**config.mk**
```make
export PLATFORM = sky130hd
export DESIGN_NAME = msi_spi_bridge
export DESIGN_NICKNAME = d
export VERILOG_FILES = /design/src/rtl/msi_bridge_pkg.sv /design/src/rtl/msi_reg_decode.sv /design/src/rtl/msi_id_mapper.sv /design/src/rtl/msi_pulse_bank.sv /design/src/rtl/msi_spi_bridge.sv
export SDC_FILE = /design/constraint.sdc
export NUM_CORES = 1
export LEC_CHECK = 0
export ABC_AREA = 1
export CAP_MARGIN = 20
export CORE_ASPECT_RATIO = 2
export CORE_UTILIZATION = 32
export DETAILED_ROUTE_END_ITERATION = 6
export PLACE_DENSITY = 0.79
export SYNTH_ARGS = -nofsm -noshare
export SYNTH_HDL_FRONTEND = slang
export SYNTH_SLANG_ARGS = --single-unit
```
**constraint.sdc**
```tcl
create_clock -name clk -period 1.65 [get_ports clk]
set_clock_uncertainty 0.2 [all_clocks]
set_input_delay 0.4125 -clock clk [delete_from_list [all_inputs] [get_ports clk]]
set_output_delay 0.4125 -clock clk [all_outputs]
set_load 0.05 [all_outputs]
```
**src/rtl/msi_bridge_pkg.sv**
```systemverilog
package msi_bridge_pkg;

   localparam int unsigned OFF_TYPE    = 32'h008;
   localparam int unsigned OFF_BELL    = 32'h040;
   localparam int unsigned OFF_IFACE   = 32'hFCC;
   localparam int unsigned OFF_ID_LO   = 32'hFD0;
   localparam int unsigned OFF_ID_HI   = 32'hFFC;

   localparam int unsigned ID_SHIFT    = 32;
   localparam int unsigned MAX_LINES   = 128;
   localparam int unsigned MAX_INTID   = 1020;
   localparam int unsigned ID_BITS     = 10;

   typedef enum logic [1:0] {
      RSEL_NONE  = 2'd0,
      RSEL_TYPE  = 2'd1,
      RSEL_IFACE = 2'd2,
      RSEL_ZERO  = 2'd3
   } rsel_t;

endpackage

```
**src/rtl/msi_reg_decode.sv**
```systemverilog
module msi_reg_decode
   import msi_bridge_pkg::*;
#(
   parameter int unsigned ADDR_W = 12
) (
   input  logic              valid,
   input  logic              write,
   input  logic [ADDR_W-1:0] addr,
   input  logic [2:0]        size,
   output rsel_t             rsel,
   output logic              bell_wr,
   output logic              bad_acc
);

   logic size_rd_ok;
   logic size_wr_ok;
   logic at_type, at_iface, at_idrange, at_bell;
   logic rd_known;

   always_comb begin
      size_rd_ok = (size == 3'd4);
      size_wr_ok = (size == 3'd2) || (size == 3'd4);
      at_type    = (addr == ADDR_W'(OFF_TYPE));
      at_iface   = (addr == ADDR_W'(OFF_IFACE));
      at_bell    = (addr == ADDR_W'(OFF_BELL));
      at_idrange = (addr >= ADDR_W'(OFF_ID_LO)) && (addr <= ADDR_W'(OFF_ID_HI));
      rd_known   = at_type || at_iface || at_idrange;
   end

   always_comb begin
      rsel    = RSEL_NONE;
      bell_wr = 1'b0;
      bad_acc = 1'b0;
      if (valid) begin
         if (write) begin
            bell_wr = size_wr_ok && at_bell;
            bad_acc = !(size_wr_ok && at_bell);
         end else begin
            bad_acc = !(size_rd_ok && rd_known);
            if (size_rd_ok) begin
               if (at_type)         rsel = RSEL_TYPE;
               else if (at_iface)   rsel = RSEL_IFACE;
               else if (at_idrange) rsel = RSEL_ZERO;
            end
         end
      end
   end

endmodule

```
**src/rtl/msi_id_mapper.sv**
```systemverilog
module msi_id_mapper
   import msi_bridge_pkg::*;
#(
   parameter int unsigned WIN_LO    = 32,
   parameter int unsigned IRQ_COUNT = 64,
   parameter int unsigned IDX_W     = 6
) (
   input  logic               ring,
   input  logic               block,
   input  logic [ID_BITS-1:0] intid,
   output logic               fire,
   output logic [IDX_W-1:0]   idx
);

   localparam int unsigned WIN_END = WIN_LO + IRQ_COUNT;

   logic [31:0] id_ext;
   logic [31:0] offset;
   logic        in_win;

   always_comb begin
      id_ext = {{(32-ID_BITS){1'b0}}, intid};
      offset = id_ext - WIN_LO;
      in_win = (id_ext >= WIN_LO) && (id_ext < WIN_END);
      fire   = ring && !block && in_win;
      idx    = offset[IDX_W-1:0];
   end

endmodule

```
**src/rtl/msi_pulse_bank.sv**
```systemverilog
module msi_pulse_bank #(
   parameter int unsigned IRQ_COUNT = 64,
   parameter int unsigned IDX_W     = 6
) (
   input  logic                 clk,
   input  logic                 rst,
   input  logic                 fire,
   input  logic [IDX_W-1:0]     idx,
   output logic [IRQ_COUNT-1:0] pulse
);

   for (genvar g = 0; g < IRQ_COUNT; g++) begin : g_line
      always_ff @(posedge clk) begin
         if (rst) pulse[g] <= 1'b0;
         else     pulse[g] <= fire && (idx == IDX_W'(g));
      end
   end

   AST_SINGLE_LINE: assert property (@(posedge clk) disable iff (rst)
      $onehot0(pulse)) else $error("more than one line pulsed");

   AST_PULSE_HAS_CAUSE: assert property (@(posedge clk) disable iff (rst)
      (pulse != '0) |-> $past(fire)) else $error("pulse without request");

endmodule

```
**src/rtl/msi_spi_bridge.sv**
```systemverilog
module msi_spi_bridge
   import msi_bridge_pkg::*;
#(
   parameter int unsigned BASE_IRQ     = 0,
   parameter int unsigned IRQ_COUNT    = 64,
   parameter int unsigned ADDR_W       = 12,
   parameter logic [7:0]  PRODUCT_CODE = 8'h51
) (
   input  logic                 clk,
   input  logic                 rst,
   input  logic                 acc_valid,
   input  logic                 acc_write,
   input  logic [ADDR_W-1:0]    acc_addr,
   input  logic [2:0]           acc_size,
   input  logic [31:0]          acc_wdata,
   output logic [31:0]          acc_rdata,
   output logic                 acc_err,
   output logic [IRQ_COUNT-1:0] irq_pulse,
   output logic                 cfg_bad
);

   localparam int unsigned WIN_LO  = BASE_IRQ + ID_SHIFT;
   localparam int unsigned IDX_W   = (IRQ_COUNT > 1) ? $clog2(IRQ_COUNT) : 1;
   localparam bit          ILLEGAL = (IRQ_COUNT > MAX_LINES) ||
                                     (WIN_LO + IRQ_COUNT > MAX_INTID);
   localparam logic [31:0] TYPE_WORD  = {16'(WIN_LO), 16'(IRQ_COUNT)};
   localparam logic [31:0] IFACE_WORD = {4'h0, PRODUCT_CODE, 20'h0};

   if (IRQ_COUNT < 1) begin : g_chk_count
      $error("IRQ_COUNT must be at least 1");
   end
   if (ADDR_W < 12) begin : g_chk_addr
      $error("ADDR_W must cover the 4 KB frame");
   end

   rsel_t             rsel;
   logic              bell_wr;
   logic              fire;
   logic [IDX_W-1:0]  idx;
   logic              cfg_q;

   msi_reg_decode #(.ADDR_W(ADDR_W)) u_decode (
      .valid   (acc_valid),
      .write   (acc_write),
      .addr    (acc_addr),
      .size    (acc_size),
      .rsel    (rsel),
      .bell_wr (bell_wr),
      .bad_acc (acc_err)
   );

   always_comb begin
      unique case (rsel)
         RSEL_TYPE:  acc_rdata = TYPE_WORD;
         RSEL_IFACE: acc_rdata = IFACE_WORD;
         default:    acc_rdata = 32'h0;
      endcase
   end

   always_ff @(posedge clk) begin
      if (rst) cfg_q <= ILLEGAL;
      else     cfg_q <= cfg_q | ILLEGAL;
   end
   assign cfg_bad = cfg_q;

   msi_id_mapper #(
      .WIN_LO    (WIN_LO),
      .IRQ_COUNT (IRQ_COUNT),
      .IDX_W     (IDX_W)
   ) u_map (
      .ring  (bell_wr),
      .block (cfg_q),
      .intid (acc_wdata[ID_BITS-1:0]),
      .fire  (fire),
      .idx   (idx)
   );

   msi_pulse_bank #(
      .IRQ_COUNT (IRQ_COUNT),
      .IDX_W     (IDX_W)
   ) u_bank (
      .clk   (clk),
      .rst   (rst),
      .fire  (fire),
      .idx   (idx),
      .pulse (irq_pulse)
   );

   AST_ERR_NO_PULSE: assert property (@(posedge clk) disable iff (rst)
      (acc_valid && acc_err) |=> (irq_pulse == '0)) else $error("ignored access pulsed");

   AST_BAD_READ_ZERO: assert property (@(posedge clk) disable iff (rst)
      (acc_valid && !acc_write && acc_err) |-> (acc_rdata == 32'h0)) else $error("bad read data");

   AST_READ_NO_PULSE: assert property (@(posedge clk) disable iff (rst)
      (acc_valid && !acc_write) |=> (irq_pulse == '0)) else $error("read caused pulse");

   AST_CFG_STICKY: assert property (@(posedge clk) disable iff (rst)
      cfg_bad |=> cfg_bad) else $error("config error cleared");

   AST_CFG_SILENT: assert property (@(posedge clk) disable iff (rst)
      cfg_bad |=> (irq_pulse == '0)) else $error("pulse under bad config");

endmodule

```
-- After elaboration in Yosys (flattened, before gate mapping)
Cells that the tools add are included.
- add/sub/neg operators: 1
- $lt $le $gt $ge: 4
- equal/unequal tests: 70
- multiplexer cells: 11
- reductions and logical operators: 75
- operators by type and width (operator ; count):
    == test 6 bit (second input constant) ; 32
    == test 6 x 5 -> 1 bit (second input constant) ; 16
    logical AND 1 bit ; 69
    one-hot mux 27 bit (2 select lines) ; 1
    == test 6 x 4 -> 1 bit (second input constant) ; 8
    == test 6 x 3 -> 1 bit (second input constant) ; 4
    == test 12 bit (second input constant) ; 1
    == test 12 x 4 -> 1 bit (second input constant) ; 1
    == test 12 x 7 -> 1 bit (second input constant) ; 1
    == test 6 x 2 -> 1 bit (second input constant) ; 2
    >= comparator 12 bit (second input constant) ; 1
    less-or-equal comparator 12 bit (second input constant) ; 1
    two-way mux 2 bit ; 6
    >= comparator 10 x 6 -> 1 bit (second input constant) ; 1
    < comparator 10 x 7 -> 1 bit (second input constant) ; 1
    == test 6 x 1 -> 1 bit (second input constant) ; 1
    zero test 6 bit ; 1
    subtractor 6 bit (second input constant) ; 1
    two-way mux 1 bit ; 4
    == test 3 x 2 -> 1 bit (second input constant) ; 1
    == test 3 bit (second input constant) ; 1
    logical OR 1 bit ; 3
    == test 2 x 1 -> 1 bit (second input constant) ; 1
    == test 2 bit (second input constant) ; 1
    zero test 1 bit ; 2
- register bits: 64
- bits of input ports: 51
- output and inout port bits: 98
- word-level logic and storage cells: 225

-- Depth between registers and ports, before layout
Gate-level depths: netlist of the first run.
- word-level depth: 10
- depth in mapped cells: 8
- mapped depth without buffers: 7

-- Hierarchy
From an unflattened synthesis of the first run, not the netlist that was laid out.
- cells, all modules: 287
- area total of the unflattened synthesis: 2329.7 um2
- by module, submodules not included (module ; instances ; cells each ; area each (um2) ; seq. area each (um2)):
    msi_pulse_bank ; 1 ; 175 ; 1739.2 ; 1281.2
    msi_reg_decode ; 1 ; 62 ; 255.2 ; 0.0
    msi_spi_bridge ; 1 ; 36 ; 251.5 ; 0.0
    msi_id_mapper ; 1 ; 14 ; 83.8 ; 0.0

-- Worst setup path before layout of the first run
OpenSTA, ideal clock, no wires.
- path type: input -> output
- start point: input port acc_size[1]
- end point: output port acc_rdata[24]
- arrival time: 2.081 ns
- data required time: 1.037 ns
- slack: -1.044 ns
- cell stages on the path: 6
- buffers on the path: 1
- cells stage by stage: nor2_1 -> nand2_1 -> nor3b_1 -> nand3_1 -> a21oi_1 -> buf_4
- cells in the longest elaborated chain, start to end: 6
- elaborated cells on any way between the ends: 7
- classes of those cells: eq/ne: 3; mux: 4
- ends and longest elaborated chain (what ; line ; source):
    from (decl) ; msi_spi_bridge.sv:14 ; input logic [2:0] acc_size,
    == test 3 bit (*) ; msi_reg_decode.sv:21 ; size_rd_ok = (size == 3'd4);
    two-way mux 2 bit (*) ; msi_reg_decode.sv:40 ; if (size_rd_ok) begin
    two-way mux 2 bit (*) ; msi_reg_decode.sv:35 ; if (write) begin
    two-way mux 2 bit (*) ; msi_reg_decode.sv:34 ; if (valid) begin
    == test 2 bit / == test 2 x 1 -> 1 bit (equally long branches) ; msi_spi_bridge.sv:53 ; unique case (rsel)
    one-hot mux 27 bit (2 select lines) (*) ; msi_spi_bridge.sv:53 ;
    to (decl) ; msi_spi_bridge.sv:16 ; output logic [31:0] acc_rdata,
Mark *: on every way between the ends. The rest lies on a longest branch, timed or not.

-- Worst setup path after layout of the first run
- start point: input port acc_size[0]
- end point: output port acc_rdata[20]
The elaborated chain is that of the path after synthesis.

==> results_dict.tcl, run 1 <==
set metrics [dict create \
    num_vias 2191 \
    grt-ovfl-total 0 \
    port_buffers 98 \
    dpl_worst_slack_ns -0.911 \
    die_y_um 120 \
    final_antenna_net_count 0 \
    largest_register_ffs 64 \
    slowest_delay_ns 0.27 \
    top_regs "u_bank.pulse (64)" \
    placed_area_um2 4040 \
    drt_pass1_iterations 4 \
    fillCellCount 375 \
    wl_per_cell_um 18.6 \
    violations "negative setup slack" \
    drv_slew 0 \
    timing.critical_path.buf_inv 2 \
    end_kind "output port" \
    cts_made_buffers 9 \
    final_cells 474 \
    clk_pin_slew_ns 0.05 \
    drtIter0Drc 56 \
    gr-usage-all-layers 0.242 \
    vdd_ir_drop_max_mv 0.550 \
    path_max_fanout 3 \
    cts_max_level 3 \
    initial_utilization 0.336 \
    yosysSeqAreaShare 0.572 \
    cellPowerDensity_nw_per_um2 706 \
    synth_area_per_cell_um2 8.68 \
    drc 0 \
    synth-seq-cells 64 \
    grt_pass1_wl_um 12200 \
    path_cells "buf_6 -> nor2_4 -> nand2_2 -> nor3b_4 -> nand3_4 -> a21oi_4 -> buf_12" \
    post-route-period-util 1.26 \
    layout_common_cells "74 x buf_12, 71 x nor2_4, 64 x dfxtp_1, 28 x conb_1, 24 x nand2_2" \
    crit_path_top_delay_cell "nor3b_4" \
    cts_sinks 64 \
    critPathLaunch "acc_size[0]" \
    die_area_um2 7360 \
    core_um2 6670 \
    dpl.cell_count 446 \
    final_layout_size_suffix_gt1_frac 0.635 \
    grt_setup_unrepaired "yes" \
    worst-path-stages 7 \
    cellLeakagePower_nw 1.93 \
    layout_commonest_cell "buf_12" \
    max_freq_mhz 482 \
    setup_violations 70 \
    synth_cells 258 \
    cp.required_ns 1.04 \
    wirelength_um 8830 \
    gp_congestion 0.743 \
    hold_viol 0 \
    antenna_found_initial 0 \
    worstSetupPathType "in -> out" \
    fin_nets 433 \
    design_area_um2 5180 \
    root_buffer "clkbuf_16" \
    post-dp-hpwl_um 4990 \
    ys_types 17 \
    startpoint_type "input port" \
    ys.warnings.count 0 \
    crit_end "acc_rdata[20]" \
    row_count 42 \
    cp_data_arrival_time_ns 1.46 \
    io_pins 149 \
    syn_area_um2 2240 \
    final_util 0.776 \
    status "finished with violations" \
    die_w_um 61.2 \
    min_period_ns 2.08 \
    viasPerCell 4.62 \
    grt_max_degree 10 \
    hold_path.class "in -> reg" \
    drv_cap 0 \
    setup_slack_ns -0.426 \
    n_antenna_cell 0 \
    area_growth_pct 131 \
    cts_tree "yes" \
    critPathTopFamily "simple AND/OR/NAND/NOR gates" \
    top_register "u_bank.pulse" \
    grt_pass1_vias 2304 \
    clockBufferDepth 2 \
    cts_hold_buf 0 \
]
==> metrics by stage <==
step	hold WS, ns	total power, mW	TNS, ns
after global routing	0.728	3.75	-11.50
after global placement	0.659	1.88	-45.30
after CTS	0.676	3.59	-7.88
after floorplan	0.418	1.83	-1.62
final	0.674	3.65	-7.84
after detailed placement	0.660	1.89	-50.13
==> synth_stat cells (all sizes together) <==
master | instances | area share
nor3 | 2 | 0.0045
nand3b | 1 | 0.0034
inv | 20 | 0.034
a21oi | 2 | 0.0045
buf | 35 | 0.12
nand2 | 35 | 0.059
conb | 1 | 0.0017
nand4 | 1 | 0.0028
nand3 | 9 | 0.031
nor2 | 86 | 0.16
dfxtp | 64 | 0.57
nor3b | 1 | 0.0034
xor2 | 1 | 0.0039
==> logic make-up (layout without fill, tap and decap cells) <==
group           after synthesis  count (layout)  synth area share
other cells                   1              28           0.00167
compound gates                2               2           0.00447
buf+inv                      55             156             0.158
flops                        64              64             0.572
xor+xnor                      1               1           0.00391
simple gates                135             135             0.260
==> how the worst min path moves through the flow <==
stage                                      startpoint                           to  slack [ns]  cells after the start
final                                    acc_wdata[9]   u_bank.pulse[8]$_SDFF_PP0_        0.67                      8
after detailed placement  u_bank.pulse[23]$_SDFF_PP0_                irq_pulse[23]        0.66                      1
after CTS                                acc_wdata[5]  u_bank.pulse[49]$_SDFF_PP0_        0.68                      6
after floorplan                          acc_wdata[4]  u_bank.pulse[16]$_SDFF_PP0_        0.42                      2
after global routing                     acc_wdata[9]   u_bank.pulse[8]$_SDFF_PP0_        0.73                      8
after global placement    u_bank.pulse[23]$_SDFF_PP0_                irq_pulse[23]        0.66                      1
==> final cells by class <==
cell class / count / area (um^2) / share of cell area
timing repair buffer: 121 / 2020 / 0.391
tap: 88 / 110 / 0.0213
clock buffer: 15 / 268 / 0.0517
inverter: 20 / 75.1 / 0.0145
multi-input combinational: 166 / 1420 / 0.274
sequential: 64 / 1280 / 0.247
==> repair_timing <==
item | 4_1_cts | 5_1_grt
setup buffers | 9 | 0
pin swaps | 33 | 7
gates resized for setup | 204 | 74
gates cloned | 4 | 0
endpoints found under the setup margin | 70 | 70
==> power breakdown <==
group | total [mW] | switching (mW) | internal (mW)
Combinational | 0.389 | 0.286 | 0.102
Clock | 1.72 | 0.626 | 1.09
Sequential | 1.55 | 0.0000000312 | 1.55
==> worst min-delay path: cells and delay by family <==
family                 cells  cell delay, ns
buffers and inverters      3            0.38
AND/OR/NAND/NOR            5            0.36
==> routing by layer <==
metal | vias to the layer above | part of all wire | global-route usage | wire length [um]
li1 | 971 | - | - | -
met1 | 1049 | 0.29 | 0.195 | 2560
met2 | 136 | 0.61 | 0.474 | 5350
met3 | 35 | 0.056 | 0.0588 | 493
met4 | 0 | 0.048 | 0.142 | 428
met5 | - | 0 | 0 | 0
(Power assumes the default switching activity.)
==> run 2: changes to the inputs <==
- GPL_TIMING_DRIVEN: not set -> 0
==> results_dict.tcl, run 2 (synthesis gave the netlist of run 1 again) <==
set metrics [dict create \
    top_regs "u_bank.pulse (64)" \
    final_util 0.688 \
    path_common_cell "buf_6" \
    clk_pin_slew_ns 0.05 \
    p_total_mw 3.74 \
    cellLeakagePower_nw 1.85 \
    cts_tree "yes" \
    hold_depth 7 \
    violations "negative setup slack" \
    critPathTopFamily "buffers and inverters" \
    design_area_um2 4590 \
    post-dp-hpwl_um 4750 \
    drc 0 \
    status "finished with violations" \
    n_antenna_cell 0 \
    hold_path.class "in -> reg" \
    drv_cap 0 \
    root_buffer "clkbuf_16" \
    drv_slew 0 \
    min_period_ns 2.07 \
    placed_area_um2 3500 \
    top_register "u_bank.pulse" \
    initial_utilization 0.336 \
    setup_slack_ns -0.417 \
    layout_common_cells "64 x dfxtp_1, 58 x nor2_4, 44 x clkdlybuf4s15_2, 32 x buf_4, 28 x conb_1" \
    fin_nets 462 \
    io_pins 149 \
    die_y_um 120 \
    core_um2 6670 \
    end_kind "output port" \
    drtIter0Drc 80 \
    wl_per_cell_um 15.7 \
    num_vias 2171 \
    wirelength_um 7910 \
    fillCellCount 467 \
    vdd_ir_drop_max_mv 0.512 \
    grt_setup_unrepaired "yes" \
    die_w_um 61.2 \
    port_buffers 98 \
    cellPowerDensity_nw_per_um2 816 \
    setup_violations 67 \
    row_count 42 \
    viasPerCell 4.31 \
    cp.required_ns 1.04 \
    path_cells "clkdlybuf4s15_1 -> nor3b_4 -> inv_1 -> nor2_4 -> buf_6 -> buf_6" \
    cts_max_level 3 \
    grt_max_degree 11 \
    hold_start "acc_wdata[6]" \
    grt-ovfl-total 0 \
    cts_made_buffers 9 \
    area_growth_pct 105 \
    min_to "u_bank.pulse[51]$_SDFF_PP0_" \
    clockBufferDepth 2 \
    grt_pass1_vias 2170 \
    crit_path_top_delay_cell "nor3b_4" \
    hold_viol 0 \
    post-route-period-util 1.25 \
    grt_pass1_wl_um 9940 \
    startpoint_type "input port" \
    drt_pass1_iterations 4 \
    gr-usage-all-layers 0.193 \
    slowest_delay_ns 0.28 \
    largest_register_ffs 64 \
    die_area_um2 7360 \
    timing.critical_path.buf_inv 4 \
    cts_sinks 64 \
    final_layout_size_suffix_gt1_frac 0.599 \
    cp_data_arrival_time_ns 1.45 \
    final_antenna_net_count 0 \
    gp_congestion 0.799 \
    worstSetupPathType "in -> out" \
    path_max_fanout 3 \
    max_freq_mhz 484 \
    antenna_found_initial 0 \
    layout_commonest_cell "dfxtp_1" \
]
run 2: metrics by stage:
stage               hold WS (ns)  setup TNS (ns)  std cells  setup WS, ns
detailed placement          1.00          -52.28        471         -1.53
CTS                        0.489           -5.93        496        -0.424
finish                     0.541           -8.90        504        -0.417
floorplan                  0.418           -1.62        285        -0.439
global route               0.555          -14.58        504        -0.460
global placement           0.985          -48.98        471         -1.50
run 2: worst max-delay path by stage:
stage	from	endpoint	slack (ns)	cells past startpoint
floorplan	acc_size[1]	acc_rdata[24]	-0.44	6
global placement	acc_size[1]	acc_rdata[26]	-1.50	8
detailed placement	acc_size[1]	acc_rdata[24]	-1.53	8
CTS	acc_size[0]	acc_rdata[26]	-0.42	8
global route	acc_size[0]	acc_rdata[24]	-0.46	8
finish	acc_valid	acc_rdata[21]	-0.42	6
run 2: area by class of cell:
type / instances / area (um^2) / area share
inverter: 20 / 75.1 / 0.0164
clock buffer: 13 / 270 / 0.0589
sequential: 64 / 1280 / 0.279
tap: 88 / 110 / 0.0240
clock inverter: 3 / 15.0 / 0.00327
multi-input combinational: 166 / 1300 / 0.283
timing repair buffer: 115 / 1230 / 0.268
buffer: 35 / 309 / 0.0673
run 2: worst min-delay path: stages:
cell	delay, ns
dlymetal6s2s_1	0.10
xor2_1	0.07
nand2_1	0.11
nor2_4	0.07
buf_6	0.11
nand3_4	0.10
nor2_2	0.04
run 2: layer usage:
metal  GRT usage  share of wire  up-vias
li1            -              -     1027
met5           0              0        -
met4       0.121          0.042        0
met2       0.389           0.61      135
met1       0.138           0.28      985
met3      0.0503          0.069       24
run 2: timing repair:
| item | 4_1_cts | 5_1_grt |
|---|---|---|
| buffers inserted | 9 | 4 |
| pin swaps | 32 | 10 |
| resized for setup | 357 | 148 |
| hold buffers | 0 | 0 |
| gates cloned | 0 | 4 |
| endpoints found under the setup margin | 134 | 84 |
run 2: where the power goes:
part | internal (mW) | switching (mW) | total [mW]
clock network | 1.13 | 0.656 | 1.79
registers | 1.55 | 0.0000000115 | 1.55
logic | 0.133 | 0.278 | 0.410
total | 2.81 | 0.934 | 3.74
==> run 3: changes to the inputs <==
- RECOVER_POWER: not set -> 100
==> results_dict.tcl, run 3 (synthesis gave the netlist of run 1 again) <==
set metrics [dict create \
    cts_sinks 64 \
    row_count 42 \
    worstSetupPathType "in -> out" \
    startpoint_type "input port" \
    grt_max_degree 11 \
    design_area_um2 4580 \
    largest_register_ffs 64 \
    die_w_um 61.2 \
    cts_hold_buf 0 \
    vdd_ir_drop_max_mv 0.512 \
    post-route-period-util 1.25 \
    layout_commonest_cell "dfxtp_1" \
    drv_cap 0 \
    cellLeakagePower_nw 1.83 \
    end_kind "output port" \
    grt_setup_unrepaired "yes" \
    final_util 0.687 \
    top_register "u_bank.pulse" \
    post-dp-hpwl_um 4750 \
    drc 0 \
    dpl.cell_count 471 \
    cts_tree "yes" \
    wirelength_um 7900 \
    hold_viol 0 \
    min_period_ns 2.07 \
    dpl_worst_slack_ns -1.53 \
    io_pins 149 \
    cp_data_arrival_time_ns 1.45 \
    max_freq_mhz 484 \
    met1_usage 0.138 \
    root_buffer "clkbuf_16" \
    initial_utilization 0.336 \
    die_y_um 120 \
    die_area_um2 7360 \
    clk_pin_slew_ns 0.05 \
    final_layout_size_suffix_gt1_frac 0.596 \
    setup_tns_ns -9.08 \
    gp_congestion 0.799 \
    gr-usage-all-layers 0.193 \
    layout_common_cells "64 x dfxtp_1, 58 x nor2_4, 44 x clkdlybuf4s15_2, 32 x buf_4, 28 x conb_1" \
    hold_path.class "in -> reg" \
    wl_per_cell_um 15.7 \
    core_um2 6670 \
    setup_slack_ns -0.417 \
    register_area_um2 1280 \
    finalHoldWorstSlack_ns 0.547 \
    drt_pass1_iterations 4 \
    grt_pass1_wl_um 9940 \
    n_antenna_cell 0 \
    fillCellCount 469 \
    final_cells 504 \
    drv_slew 0 \
    viasPerCell 4.32 \
    area_growth_pct 105 \
    status "finished with violations" \
    clockBufferDepth 2 \
    grt_pass1_vias 2170 \
    grt-busiest-layer "met2" \
    fin_nets 462 \
    met2_usage 0.389 \
    grt.met3_usage 0.0503 \
    cp.required_ns 1.04 \
    setup_violations 67 \
    cts_made_buffers 9 \
    grt-ovfl-total 0 \
    cellPowerDensity_nw_per_um2 817 \
    placed_area_um2 3500 \
    final_antenna_net_count 0 \
    multi_input_area_um2 1300 \
    antenna_found_initial 0 \
    cts_max_level 3 \
    path_max_fanout 3 \
    port_buffers 98 \
    top_regs "u_bank.pulse (64)" \
    violations "negative setup slack" \
    p_total_mw 3.74 \
    num_vias 2178 \
    drtIter0Drc 82 \
]
## run 3: cell count changes in the layout (fill, tap and decap cells not counted), sizes merged
cell,previous run,this run
clkbuf,20,33
buf,78,65
## run 3: layer usage
metal  wire (um)  vias up
met5           0        -
met4         351        0
met3         532       26
met2        4810      134
met1        2200      990
li1            -     1028
## run 3: repair_timing
action,in CTS,in global routing
gates cloned,0,4
endpoints found under the setup margin,134,84
gates resized for setup,357,148
setup buffers,9,4
pin swaps,32,10
## run 3: path summary, 6_finish.rpt
| check | to | slack, ns | from | cells past startpoint |
|---|---|---|---|---|
| hold / removal | u_bank.pulse[51]$_SDFF_PP0_ | 0.55 | acc_wdata[5] | 4 |
| setup / recovery | acc_rdata[21] | -0.42 | acc_valid | 6 |
## run 3: area by class of cell
class                      instances  share of cell area
multi-input combinational        166               0.284
sequential                        64               0.280
timing repair buffer             115               0.267
buffer                            35              0.0674
clock buffer                      13              0.0590
tap                               88              0.0240
inverter                          20              0.0164
clock inverter                     3             0.00328
## run 3: where the power goes
group          internal [mW]  switching [mW]  leakage [nW]  total (mW)
Sequential              1.55    0.0000000119         0.515        1.55
Combinational          0.133           0.278          1.17       0.411
Clock                   1.13           0.656         0.145        1.79
Total                   2.81           0.935          1.83        3.74
## run 3: critical path, stage by stage
cell and delay [ns]:
clkdlybuf4s15_1 0.23, nor3b_4 0.28, inv_1 0.13, nor2_4 0.15, buf_6 0.11, buf_6 0.14
